<file path="src/rtl/nv_xfer_pkg.sv">
package nv_xfer_pkg;

   typedef enum logic [2:0] {
      ST_RECALL = 3'd0,
      ST_IDLE   = 3'd1,
      ST_WAIT   = 3'd2,
      ST_STORE  = 3'd3,
      ST_HOLD   = 3'd4
   } nv_state_e;

   // bits needed to hold the values 0 .. n-1
   function automatic int nv_cnt_w(input int n);
      return (n < 2) ? 1 : $clog2(n);
   endfunction

   function automatic int nv_max4(input int a, input int b, input int c, input int d);
      int m;
      m = a;
      if (b > m) m = b;
      if (c > m) m = c;
      if (d > m) m = d;
      return m;
   endfunction

endpackage

</file>
<file path="src/rtl/nv_sync_chain.sv">
module nv_sync_chain #(
   parameter int   STAGES  = 2,
   parameter logic RST_VAL = 1'b1
) (
   input  logic clk_i,
   input  logic rst_ni,
   input  logic d_i,
   output logic q_o
);

   generate
      if (STAGES < 1) begin : g_bad_stages
         $error("nv_sync_chain: STAGES must be at least 1");
      end

      if (STAGES == 1) begin : g_single
         logic s_q;
         always_ff @(posedge clk_i or negedge rst_ni) begin
            if (!rst_ni) s_q <= RST_VAL;
            else         s_q <= d_i;
         end
         assign q_o = s_q;
      end else begin : g_chain
         logic [STAGES-1:0] s_q;
         always_ff @(posedge clk_i or negedge rst_ni) begin
            if (!rst_ni) s_q <= {STAGES{RST_VAL}};
            else         s_q <= {s_q[STAGES-2:0], d_i};
         end
         assign q_o = s_q[STAGES-1];
      end
   endgenerate

endmodule

</file>
<file path="src/rtl/nv_wlatch.sv">
module nv_wlatch (
   input  logic clk_i,
   input  logic rst_ni,
   input  logic set_i,
   input  logic clr_i,
   output logic q_o
);

   logic q_q;

   always_ff @(posedge clk_i or negedge rst_ni) begin
      if (!rst_ni)     q_q <= 1'b0;
      else if (clr_i)  q_q <= 1'b0;
      else if (set_i)  q_q <= 1'b1;
   end

   assign q_o = q_q;

   AST_CLEAR_WINS: assert property (@(posedge clk_i) disable iff (!rst_ni)
      clr_i |=> !q_o);

endmodule

</file>
<file path="src/rtl/nv_countdown.sv">
module nv_countdown #(
   parameter int W       = 4,
   parameter int RST_VAL = 0
) (
   input  logic         clk_i,
   input  logic         rst_ni,
   input  logic         load_i,
   input  logic [W-1:0] val_i,
   output logic         zero_o
);

   logic [W-1:0] cnt_q;

   always_ff @(posedge clk_i or negedge rst_ni) begin
      if (!rst_ni)             cnt_q <= W'(RST_VAL);
      else if (load_i)         cnt_q <= val_i;
      else if (cnt_q != '0)    cnt_q <= cnt_q - 1'b1;
   end

   assign zero_o = (cnt_q == '0);

   AST_CNT_DESCENDS: assert property (@(posedge clk_i) disable iff (!rst_ni)
      (!load_i && !zero_o) |=> (cnt_q == $past(cnt_q) - 1'b1));

endmodule

</file>
<file path="src/rtl/nv_xfer_seq.sv">
module nv_xfer_seq
   import nv_xfer_pkg::*;
#(
   parameter int   DELAY_CYC   = 4,
   parameter int   STORE_CYC   = 16,
   parameter int   RECALL_CYC  = 12,
   parameter int   HIGH_CYC    = 3,
   parameter int   SYNC_STAGES = 2,
   parameter logic ASE_RST     = 1'b1
) (
   input  logic clk_i,
   input  logic rst_ni,
   input  logic pwr_fail_i,
   input  logic sw_store_i,
   input  logic busy_pin_i,
   output logic busy_drv_lo_o,
   output logic busy_drv_hi_o,
   input  logic ase_wr_i,
   input  logic ase_wdata_i,
   output logic ase_o,
   input  logic host_req_i,
   input  logic host_we_i,
   output logic host_gnt_o,
   output logic dirty_o,
   output logic xfer_run_o,
   output logic xfer_dir_o
);

   localparam int MAX_CYC = nv_max4(DELAY_CYC, STORE_CYC, RECALL_CYC, HIGH_CYC);
   localparam int CW      = nv_cnt_w(MAX_CYC);

   generate
      if (DELAY_CYC < 1)  begin : g_bad_delay  $error("DELAY_CYC must be >= 1");  end
      if (STORE_CYC < 1)  begin : g_bad_store  $error("STORE_CYC must be >= 1");  end
      if (RECALL_CYC < 1) begin : g_bad_recall $error("RECALL_CYC must be >= 1"); end
      if (HIGH_CYC < 1)   begin : g_bad_high   $error("HIGH_CYC must be >= 1");   end
   endgenerate

   nv_state_e     state_q, state_d;
   logic          pin_hi;
   logic          tmr_zero;
   logic          tmr_load;
   logic [CW-1:0] tmr_val;
   logic          latch_clr;
   logic          latch_set;
   logic          ase_q;
   logic          pf_go, sw_go, pin_go;
   logic          rd_ok, wr_ok;

   // pad sense synchronizer
   nv_sync_chain #(
      .STAGES  (SYNC_STAGES),
      .RST_VAL (1'b1)
   ) u_pin_sync (
      .clk_i  (clk_i),
      .rst_ni (rst_ni),
      .d_i    (busy_pin_i),
      .q_o    (pin_hi)
   );

   // interval timer, reset already loaded for the power-up recall
   nv_countdown #(
      .W       (CW),
      .RST_VAL (RECALL_CYC - 1)
   ) u_timer (
      .clk_i  (clk_i),
      .rst_ni (rst_ni),
      .load_i (tmr_load),
      .val_i  (tmr_val),
      .zero_o (tmr_zero)
   );

   // write latch
   nv_wlatch u_wlatch (
      .clk_i  (clk_i),
      .rst_ni (rst_ni),
      .set_i  (latch_set),
      .clr_i  (latch_clr),
      .q_o    (dirty_o)
   );

   // auto-store enable register
   always_ff @(posedge clk_i or negedge rst_ni) begin
      if (!rst_ni)       ase_q <= ASE_RST;
      else if (ase_wr_i) ase_q <= ase_wdata_i;
   end
   assign ase_o = ase_q;

   // trigger qualification
   assign pf_go  = pwr_fail_i & ase_q & dirty_o;
   assign sw_go  = sw_store_i;
   assign pin_go = ~pin_hi & dirty_o;

   always_comb begin
      state_d   = state_q;
      tmr_load  = 1'b0;
      tmr_val   = '0;
      latch_clr = 1'b0;
      unique case (state_q)
         ST_RECALL: begin
            if (tmr_zero) begin
               state_d   = ST_IDLE;
               latch_clr = 1'b1;
            end
         end
         ST_IDLE: begin
            if (pf_go || sw_go) begin
               state_d  = ST_STORE;
               tmr_load = 1'b1;
               tmr_val  = CW'(STORE_CYC - 1);
            end else if (pin_go) begin
               state_d  = ST_WAIT;
               tmr_load = 1'b1;
               tmr_val  = CW'(DELAY_CYC - 1);
            end
         end
         ST_WAIT: begin
            if (tmr_zero) begin
               state_d  = ST_STORE;
               tmr_load = 1'b1;
               tmr_val  = CW'(STORE_CYC - 1);
            end
         end
         ST_STORE: begin
            if (tmr_zero) begin
               state_d   = ST_HOLD;
               tmr_load  = 1'b1;
               tmr_val   = CW'(HIGH_CYC - 1);
               latch_clr = 1'b1;
            end
         end
         ST_HOLD: begin
            if (tmr_zero) state_d = ST_IDLE;
         end
         default: state_d = ST_IDLE;
      endcase
   end

   always_ff @(posedge clk_i or negedge rst_ni) begin
      if (!rst_ni) state_q <= ST_RECALL;
      else         state_q <= state_d;
   end

   // host access gating
   assign rd_ok      = (state_q == ST_IDLE) || (state_q == ST_WAIT) || (state_q == ST_HOLD);
   assign wr_ok      = ((state_q == ST_IDLE) || (state_q == ST_HOLD)) && pin_hi;
   assign host_gnt_o = host_req_i && (host_we_i ? wr_ok : rd_ok);
   assign latch_set  = host_gnt_o && host_we_i;

   // copy engine and pad drive
   assign xfer_run_o    = (state_q == ST_STORE) || (state_q == ST_RECALL);
   assign xfer_dir_o    = (state_q == ST_RECALL);
   assign busy_drv_lo_o = ((state_q == ST_WAIT) || (state_q == ST_STORE)) && dirty_o;
   assign busy_drv_hi_o = (state_q == ST_HOLD);

   AST_NO_ACCESS_XFER: assert property (@(posedge clk_i) disable iff (!rst_ni)
      xfer_run_o |-> !host_gnt_o);
   AST_NO_WRITE_PIN_LOW: assert property (@(posedge clk_i) disable iff (!rst_ni)
      !pin_hi |-> !(host_gnt_o && host_we_i));
   AST_CLEAN_NO_PULLDOWN: assert property (@(posedge clk_i) disable iff (!rst_ni)
      !dirty_o |-> !busy_drv_lo_o);
   AST_PAD_EXCLUSIVE: assert property (@(posedge clk_i) disable iff (!rst_ni)
      !(busy_drv_lo_o && busy_drv_hi_o));
   AST_HIGH_AFTER_STORE: assert property (@(posedge clk_i) disable iff (!rst_ni)
      ($fell(xfer_run_o) && !$past(xfer_dir_o)) |-> busy_drv_hi_o);
   AST_LATCH_CLEAR_AFTER_XFER: assert property (@(posedge clk_i) disable iff (!rst_ni)
      $fell(xfer_run_o) |-> !dirty_o);
   AST_PF_NEEDS_ENABLE: assert property (@(posedge clk_i) disable iff (!rst_ni)
      (state_q == ST_IDLE && !ase_q && !sw_store_i) |=> !xfer_run_o);
   AST_SW_ALWAYS_RUNS: assert property (@(posedge clk_i) disable iff (!rst_ni)
      (state_q == ST_IDLE && sw_store_i) |=> (xfer_run_o && !xfer_dir_o));
   AST_BUSY_NO_RESTART: assert property (@(posedge clk_i) disable iff (!rst_ni)
      (state_q == ST_STORE && !tmr_zero) |=> (state_q == ST_STORE));

endmodule

</file>
<file path="config.mk">
export PLATFORM = sky130hd
export DESIGN_NAME = nv_xfer_seq
export DESIGN_NICKNAME = d
export VERILOG_FILES = /design/src/rtl/nv_xfer_pkg.sv /design/src/rtl/nv_sync_chain.sv /design/src/rtl/nv_wlatch.sv /design/src/rtl/nv_countdown.sv /design/src/rtl/nv_xfer_seq.sv
export SDC_FILE = /design/constraint.sdc
export NUM_CORES = 1
export LEC_CHECK = 0
export BUFFER_PORTS_ARGS = -buffer_cell sky130_fd_sc_hd__buf_2
export CAP_MARGIN = 20
export CELL_PAD_IN_SITES_DETAIL_PLACEMENT = 0
export CELL_PAD_IN_SITES_GLOBAL_PLACEMENT = 1
export CORE_UTILIZATION = 25
export CTS_CLUSTER_DIAMETER = 30
export CTS_CLUSTER_SIZE = 16
export DETAILED_ROUTE_END_ITERATION = 10
export GPL_ROUTABILITY_DRIVEN = 1
export HOLD_SLACK_MARGIN = 0.08
export PLACE_DENSITY_LB_ADDON = 0.1
export SLEW_MARGIN = 30
export SYNTH_ARGS = -nofsm -noshare
export SYNTH_HDL_FRONTEND = slang
export SYNTH_SLANG_ARGS = --single-unit
export TNS_END_PERCENT = 100
</file>
<file path="constraint.sdc">
create_clock -name clk_i -period 5 [get_ports clk_i]
set_clock_uncertainty 0.05 [all_clocks]
set_input_delay 0.5 -clock clk_i [delete_from_list [all_inputs] [get_ports clk_i]]
set_output_delay 0.5 -clock clk_i [all_outputs]
set_load 0.03 [all_outputs]
</file>
==> impl_summary.txt, run 1 <==
----------------------------------------------------
[STA]
  Final-layout setup total negative slack ... 0 ns
  Worst hold-check slack ... 0.272 ns
  Worst slew margin relative to its limit ... 50.2%
  Setup violators final ... 0
  Final Max Tran Viols ... 0
  Final Cycle Share ... 42.5%
  Number of endpoints with negative hold slack in the final report ... 0
  Highest clock rate ... 470 MHz
  Setup repair after global routing missed its margin ... no
  Crit path time final ... 2.13 ns
  Actual slew at the worst max-slew pin ... 0.744 ns

[Synthesis]
  Portion of the post-synthesis area used by sequential elements ... 40.9%
  Cell count after synthesis ... 76
  Mean instance size in the synthesized netlist ... 9.10 um^2
  Synthesis-stage register bit count ... 11
  Yosys warning count ... 0
  Unique masters post-synth ... 33
  Combined area of all synthesized cells ... 692 um^2
  Post-Syn Nets ... 87

[Clocking]
  Clock Tree Buf Depth ... 2
  Clock H-tree levels ... 1
  Cell at the root of the clock tree ... sky130_fd_sc_hd__clkbuf_4
  Setup bufs post-CTS ... 0
  Post-CTS resize count ... 0
  Sink Count ... 11
  CTS tree ... built
  Number of hold buffers added after CTS ... 1
  Clock Latency Late Sink ... 0.27 ns
  Number of clock buffers inserted by TritonCTS ... 3
  Clock transition at the register clock pins on the worst setup and hold paths after CTS ... 0.07 ns

[Drt]
  Number of design rule violations left after detail routing ... 0
  Via-per-instance ratio ... 4.89
  Total wire length after detailed routing ... 1500 um
  1st-iter DRT viols ... 18
  Average wire per cell in the routed design ... 12.3 um
  Count of vias placed by the detailed router ... 597
  Total iterations of the first detailed-routing run ... 4
  Number of nets still failing antenna checks after routing ... 0

[Floorplan]
  Area of the placeable core ... 2540 um^2
  Starting density of the core ... 27.2%
  Die Y ... 54.6 um
  Area of the die ... 2980 um^2
  Row cnt ... 18
  Die boundary width ... 54.6 um
  Count of pins on the block boundary ... 16

[Placed design]
  Placed standard-cell area ... 776 um^2
  Routability congestion estimate ... 0.680
  Quantity of I/O buffers inserted on ports ... 15
  Detailed Place HPWL ... 1050 um

[Finish]
  Number of antenna repair diodes ... 0
  Post-layout instance area ... 812 um^2
  Synthesis-to-layout area growth ... 17.4%
  Net count, final ... 104
  Final core utilization ... 31.9%
  Proportion of layout cells with a drive suffix above 1 ... 32.6%

[Power]
  Power density relative to cell area ... 574 nW/um^2
  Leakage power figure ... 0.361 nW
  Final Total Pwr ... 466 uW
  Maximum resistive drop on vdd ... 0.000210 V

[Setup path]
  Startpoint type of the worst setup path ... register
  Classification of the worst setup path ... reg -> out
  Register-to-Register Path Depth ... 6
  Worst Path Arrival ... 1.58 ns
  Largest stage delay on the critical path ... 0.52 ns
  Crit path capture ... xfer_run_o
  Slowest cell on the critical path ... sky130_fd_sc_hd__dfrtp_1
  Worst flop-to-flop path startpoint ... u_timer.cnt_q[0]
  Flop2flop setup slack ... 3.06 ns
  Setup crit end kind ... primary output
  Reg-to-reg endpoint ... u_timer.cnt_q[2]
  Worst Setup SP ... state_q[0]
  Endpoint required time on the critical path ... 4.45 ns
  Cell-by-cell listing of the critical path ... nor2b_1 -> nor3_1 -> buf_2
  Largest fanout of any net on the critical path ... 11

[Global routing]
  Number of antenna violations at the first check in global routing ... 0
  GRT Util Overall ... 12.0%
  Largest net degree at the start of global routing ... 13
  Global-route wire length before repair ... 2530 um
  Vias in the first global route ... 524
  Remaining global-route overflow ... 0

[Run status]
  Status ... completed

[Hold path]
  Hold-critical path depth ... 1
  Worst hold path type ... in -> reg

[Run]
  Maxcap violations ... 0

----------------------------------------------------
[registers in the layout (all words and copies together), names as in the netlist]
| signal | flops |
|---|---|
| u_wlatch.q_o | 1 |
| u_timer.cnt_q | 4 |
| u_pin_sync.g_chain.s_q | 2 |
| state_q | 3 |
| ase_o | 1 |
[worst max-delay path, delay by kind of cell (launching register included)]
kind / cells / cell delay [ns]
buffers and inverters: 1 / 0.25
flip-flops: 1 / 0.52
AND/OR/NAND/NOR: 2 / 0.53
[per-layer routing]
metal | vias to the layer above | GRT usage, % | part of all wire [%]
li1 | 299 | - | -
met1 | 284 | 16.9 | 53
met2 | 14 | 17.3 | 42
met3 | 0 | 4.44 | 4.7
met4 | 0 | 2.56 | 0
met5 | - | 0 | 0
[cell usage after synthesis]
cell                       n  area share [%]
sky130_fd_sc_hd__a21oi_1   8             5.8
sky130_fd_sc_hd__dfstp_2   6              23
sky130_fd_sc_hd__dfrtp_1   5              18
sky130_fd_sc_hd__inv_1     5             2.7
sky130_fd_sc_hd__nor2b_1   5             4.5
sky130_fd_sc_hd__nor3_1    5             3.6
sky130_fd_sc_hd__nor2_1    4             2.2
sky130_fd_sc_hd__o21ai_0   4             2.9
sky130_fd_sc_hd__a22oi_1   3             3.3
sky130_fd_sc_hd__nand2_1   3             1.6
sky130_fd_sc_hd__nand3_1   3             2.2
sky130_fd_sc_hd__a21o_1    2             2.2
sky130_fd_sc_hd__buf_2     2             1.4
sky130_fd_sc_hd__ha_1      2             3.6
sky130_fd_sc_hd__a21bo_2   1             1.4
sky130_fd_sc_hd__a31oi_1   1            0.90
sky130_fd_sc_hd__and3_1    1            0.90
sky130_fd_sc_hd__buf_4     1             1.1
sky130_fd_sc_hd__buf_6     1             1.6
sky130_fd_sc_hd__mux2_2    1             1.6
sky130_fd_sc_hd__mux2i_1   1             1.4
sky130_fd_sc_hd__nand2b_1  1            0.90
sky130_fd_sc_hd__nand4b_1  1             1.3
sky130_fd_sc_hd__nor3_2    1             1.4
sky130_fd_sc_hd__nor3b_1   1             1.1
sky130_fd_sc_hd__nor3b_2   1             1.8
sky130_fd_sc_hd__o21a_1    1             1.1
sky130_fd_sc_hd__o221a_2   1             1.6
sky130_fd_sc_hd__o22ai_1   1            0.90
sky130_fd_sc_hd__or2_1     1            0.90
sky130_fd_sc_hd__or2_2     1            0.90
sky130_fd_sc_hd__or3_1     1            0.90
sky130_fd_sc_hd__xnor2_1   1             1.3
[area by class of cell]
type | count | area (um^2)
tap | 30 | 37.5
inverter | 5 | 18.8
fill | 289 | 1730
multi-input combinational | 56 | 362
sequential | 11 | 283
timing repair buffer | 16 | 85.1
clock buffer | 4 | 26.3
[logic make-up (layout without fill, tap and decap cells)]
group,Yosys count,after routing,share of synthesized area [%]
mux,2,2,3.07
flops,11,11,40.9
buf+inv,9,25,6.87
fa+ha+maj,2,2,3.62
xor+xnor,1,1,1.27
compound gates,22,22,20.1
simple gates,29,29,24.2
[cells in the final DEF (no fill, tap or decap), types with 3 or more instances in the layout]
cell type	netlist	routed
sky130_fd_sc_hd__a21oi_1	8	8
sky130_fd_sc_hd__a22oi_1	3	3
sky130_fd_sc_hd__buf_2	2	15
sky130_fd_sc_hd__clkbuf_4	0	3
sky130_fd_sc_hd__dfrtp_1	5	5
sky130_fd_sc_hd__dfstp_2	6	6
sky130_fd_sc_hd__inv_1	5	5
sky130_fd_sc_hd__nand2_1	3	3
sky130_fd_sc_hd__nand3_1	3	3
sky130_fd_sc_hd__nor2_1	4	4
sky130_fd_sc_hd__nor2b_1	5	5
sky130_fd_sc_hd__nor3_1	5	5
sky130_fd_sc_hd__o21ai_0	4	4
[where the power goes]
group	internal [mW]	switching, mW	total (mW)
Clock	0.0309	0.0320	0.0629
Sequential	0.131	0.0516	0.182
Combinational	0.0933	0.128	0.221
[worst min path at each step]
stage	start	endpoint
finish	busy_pin_i	u_pin_sync.g_chain.s_q[0]
global route	busy_pin_i	u_pin_sync.g_chain.s_q[0]
CTS	busy_pin_i	u_pin_sync.g_chain.s_q[0]
detailed placement	u_pin_sync.g_chain.s_q[0]	u_pin_sync.g_chain.s_q[1]
global placement	u_pin_sync.g_chain.s_q[0]	u_pin_sync.g_chain.s_q[1]
floorplan	rst_ni	state_q[0]
[stage by stage]
step,cells,worst slack [ns]
2_1_floorplan,76,3.08
3_3_place_gp,117,3.08
3_5_place_dp,117,3.07
4_1_cts,122,2.84
5_1_grt,122,2.73
6_report,122,2.87
No activity file was read; power rests on OpenSTA's default activity.
==> run 2, diff against run 1 <==
==> constraint.sdc (replaced) <==
create_clock -name clk_i -period 2.2 [get_ports clk_i]
set_clock_uncertainty 0.05 [all_clocks]
set_input_delay 0.22 -clock clk_i [delete_from_list [all_inputs] [get_ports clk_i]]
set_output_delay 0.22 -clock clk_i [all_outputs]
set_load 0.03 [all_outputs]
==> run 2 against run 1 <==
Combinational power up 130%. Clock-buffer cell count unchanged. Hold slack worse by 0.13 ns. Sequential share of layout area down 0.74 points. Final cell count up 1.6%. Sequential cell count unchanged. Cell area up 2.2%. Critical path depth up 4. Power up 130%. Utilization up 0.69 points.
==> impl_summary.txt, run 2 (synthesis gave the netlist of run 1 again) <==
----------------------------------------------------
[STA]
  Smallest setup slack after layout ... 0.342 ns
  Setup violators final ... 0
  Final Max Tran Viols ... 0
  Final Cycle Share ... 84.5%
  Setup repair after global routing missed its margin ... no
  Actual slew at the worst max-slew pin ... 0.394 ns
  Worst slew margin relative to its limit ... 73.8%
  Number of endpoints with negative hold slack in the final report ... 0
  Worst hold-check slack ... 0.139 ns
  Highest clock rate ... 538 MHz
  Crit path time final ... 1.86 ns
  Final-layout setup total negative slack ... 0 ns

[Finish]
  FF/Latch Area ... 283 um^2
  Number of antenna repair diodes ... 0
  Most common cell after layout, fill and taps aside ... sky130_fd_sc_hd__buf_2
  Flip-flop count of the largest register after layout ... 4
  Combined area of the multi-input logic cells ... 362 um^2
  Net count, final ... 106
  Top flop regs ... u_timer.cnt_q: 4 flops, state_q: 3 flops, u_pin_sync.g_chain.s_q: 2 flops
  Synthesis-to-layout area growth ... 19.9%
  Post-layout instance area ... 830 um^2
  Top register by number of flip-flops ... u_timer.cnt_q
  Final core utilization ... 32.6%
  Proportion of layout cells with a drive suffix above 1 ... 33.0%
  Fillers ... 286
  Top library cells by usage in the layout, fill and taps aside ... 15 x sky130_fd_sc_hd__buf_2, 8 x sky130_fd_sc_hd__a21oi_1, 6 x sky130_fd_sc_hd__dfstp_2

[Clocking]
  Post-CTS resize count ... 0
  CTS tree ... built
  Clock H-tree levels ... 1
  Sink Count ... 11
  Clock transition at the register clock pins on the worst setup and hold paths after CTS ... 0.06 ns
  Clock Tree Buf Depth ... 2
  Cell at the root of the clock tree ... sky130_fd_sc_hd__clkbuf_4
  Clock Latency Late Sink ... 0.26 ns
  Number of clock buffers inserted by TritonCTS ... 3

[Placed design]
  Placed standard-cell area ... 783 um^2
  Pre-CTS WS ... 0.350 ns
  Routability congestion estimate ... 0.709
  Quantity of I/O buffers inserted on ports ... 15
  Detailed Place HPWL ... 1100 um

[Power]
  Proportion of power drawn by flip-flops and latches ... 39.0%
  Maximum resistive drop on vdd ... 0.000433 V
  Fraction of power spent switching nets ... 44.5%
  Internal Power ... 586 uW
  Portion of total power attributed to the clock network ... 12.5%
  Leakage power figure ... 0.371 nW
  Logic pwr share ... 48.5%
  Switch Pwr ... 470 uW
  Power density relative to cell area ... 1270 nW/um^2

[Setup path]
  Classification of the worst setup path ... reg -> reg
  Startpoint type of the worst setup path ... register
  Largest fanout of any net on the critical path ... 12
  Setup crit end kind ... register
  Worst Path Arrival ... 1.96 ns
  Endpoint required time on the critical path ... 2.30 ns

[Global routing]
  Remaining global-route overflow ... 0
  Largest net degree at the start of global routing ... 13
  GRT Util Overall ... 13.1%
  Vias in the first global route ... 582
  Number of antenna violations at the first check in global routing ... 0
  Global-route wire length before repair ... 2690 um

[Drt]
  Average wire per cell in the routed design ... 12.3 um
  Count of vias placed by the detailed router ... 587
  1st-iter DRT viols ... 3
  Number of design rule violations left after detail routing ... 0
  Via-per-instance ratio ... 4.73
  Total wire length after detailed routing ... 1520 um
  Number of nets still failing antenna checks after routing ... 0
  Total iterations of the first detailed-routing run ... 3

[Floorplan]
  Row cnt ... 18
  Die Y ... 54.6 um
  Die boundary width ... 54.6 um
  Count of pins on the block boundary ... 16
  Starting density of the core ... 27.2%
  Area of the placeable core ... 2540 um^2
  Area of the die ... 2980 um^2

[Hold path]
  Worst hold path type ... in -> reg

[Run]
  Maxcap violations ... 0

[Run status]
  Status ... completed

----------------------------------------------------
-- run 2: worst max-delay path, cell delays in order, from the launching register on --
cell and delay [ns]:
sky130_fd_sc_hd__dfstp_2 0.59, sky130_fd_sc_hd__inv_1 0.08, sky130_fd_sc_hd__ha_1 0.22, sky130_fd_sc_hd__nor3b_2 0.16, sky130_fd_sc_hd__buf_4 0.17, sky130_fd_sc_hd__or2_2 0.29, sky130_fd_sc_hd__a21oi_1 0.13, sky130_fd_sc_hd__nor2_1 0.06
-- run 2: path summary, 6_finish.rpt --
kind,start,to,slack (ns),cells after the start
worst max-delay path,u_timer.cnt_q[0],state_q[0],0.34,7
worst min-delay path,ase_wdata_i,ase_o,0.14,2
worst max register to register,u_timer.cnt_q[0],state_q[0],0.34,7
worst min register to register,u_pin_sync.g_chain.s_q[0],u_pin_sync.g_chain.s_q[1],0.31,0
max in group asynchronous,rst_ni,u_timer.cnt_q[1],1.53,2
min in group asynchronous,rst_ni,u_wlatch.q_o,0.30,2
-- run 2: final cells by class --
| cell class | instances | share of cell area, % |
|---|---|---|
| multi-input combinational | 56 | 43.6 |
| clock buffer | 4 | 3.17 |
| tap | 30 | 4.52 |
| sequential | 11 | 34.1 |
| inverter | 5 | 2.26 |
| timing repair buffer | 18 | 12.4 |
-- run 2: metrics by stage --
| stage | power [mW] | instances |
|---|---|---|
| final | 1.06 | 124 |
| after global routing | 1.16 | 124 |
| after CTS | 1.08 | 124 |
| after detailed placement | 0.930 | 118 |
| after global placement | 0.938 | 118 |
| after floorplan | 0.801 | 76 |
-- run 2: per-layer routing --
| metal | part of all wire [%] | vias up | track usage [%] |
|---|---|---|---|
| li1 | - | 304 | - |
| met4 | 1.2 | 0 | 6.41 |
| met2 | 46 | 12 | 19.9 |
| met5 | 0 | - | 0 |
| met1 | 49 | 267 | 17.2 |
| met3 | 4.0 | 4 | 3.06 |
-- run 2: power by group through the flow --
stage	registers [mW]	logic (mW)	clock network [mW]
5_1_grt	0.431	0.583	0.146
3_5_place_dp	0.417	0.514	0
6_report	0.411	0.512	0.132
2_1_floorplan	0.375	0.426	0
4_1_cts	0.414	0.522	0.142
3_3_place_gp	0.419	0.519	0
-- run 2: repair_timing --
action / in CTS / in global routing
buffers inserted: 0 / 0
hold buffers: 2 / 0
endpoints found under the hold margin: 12 / 0
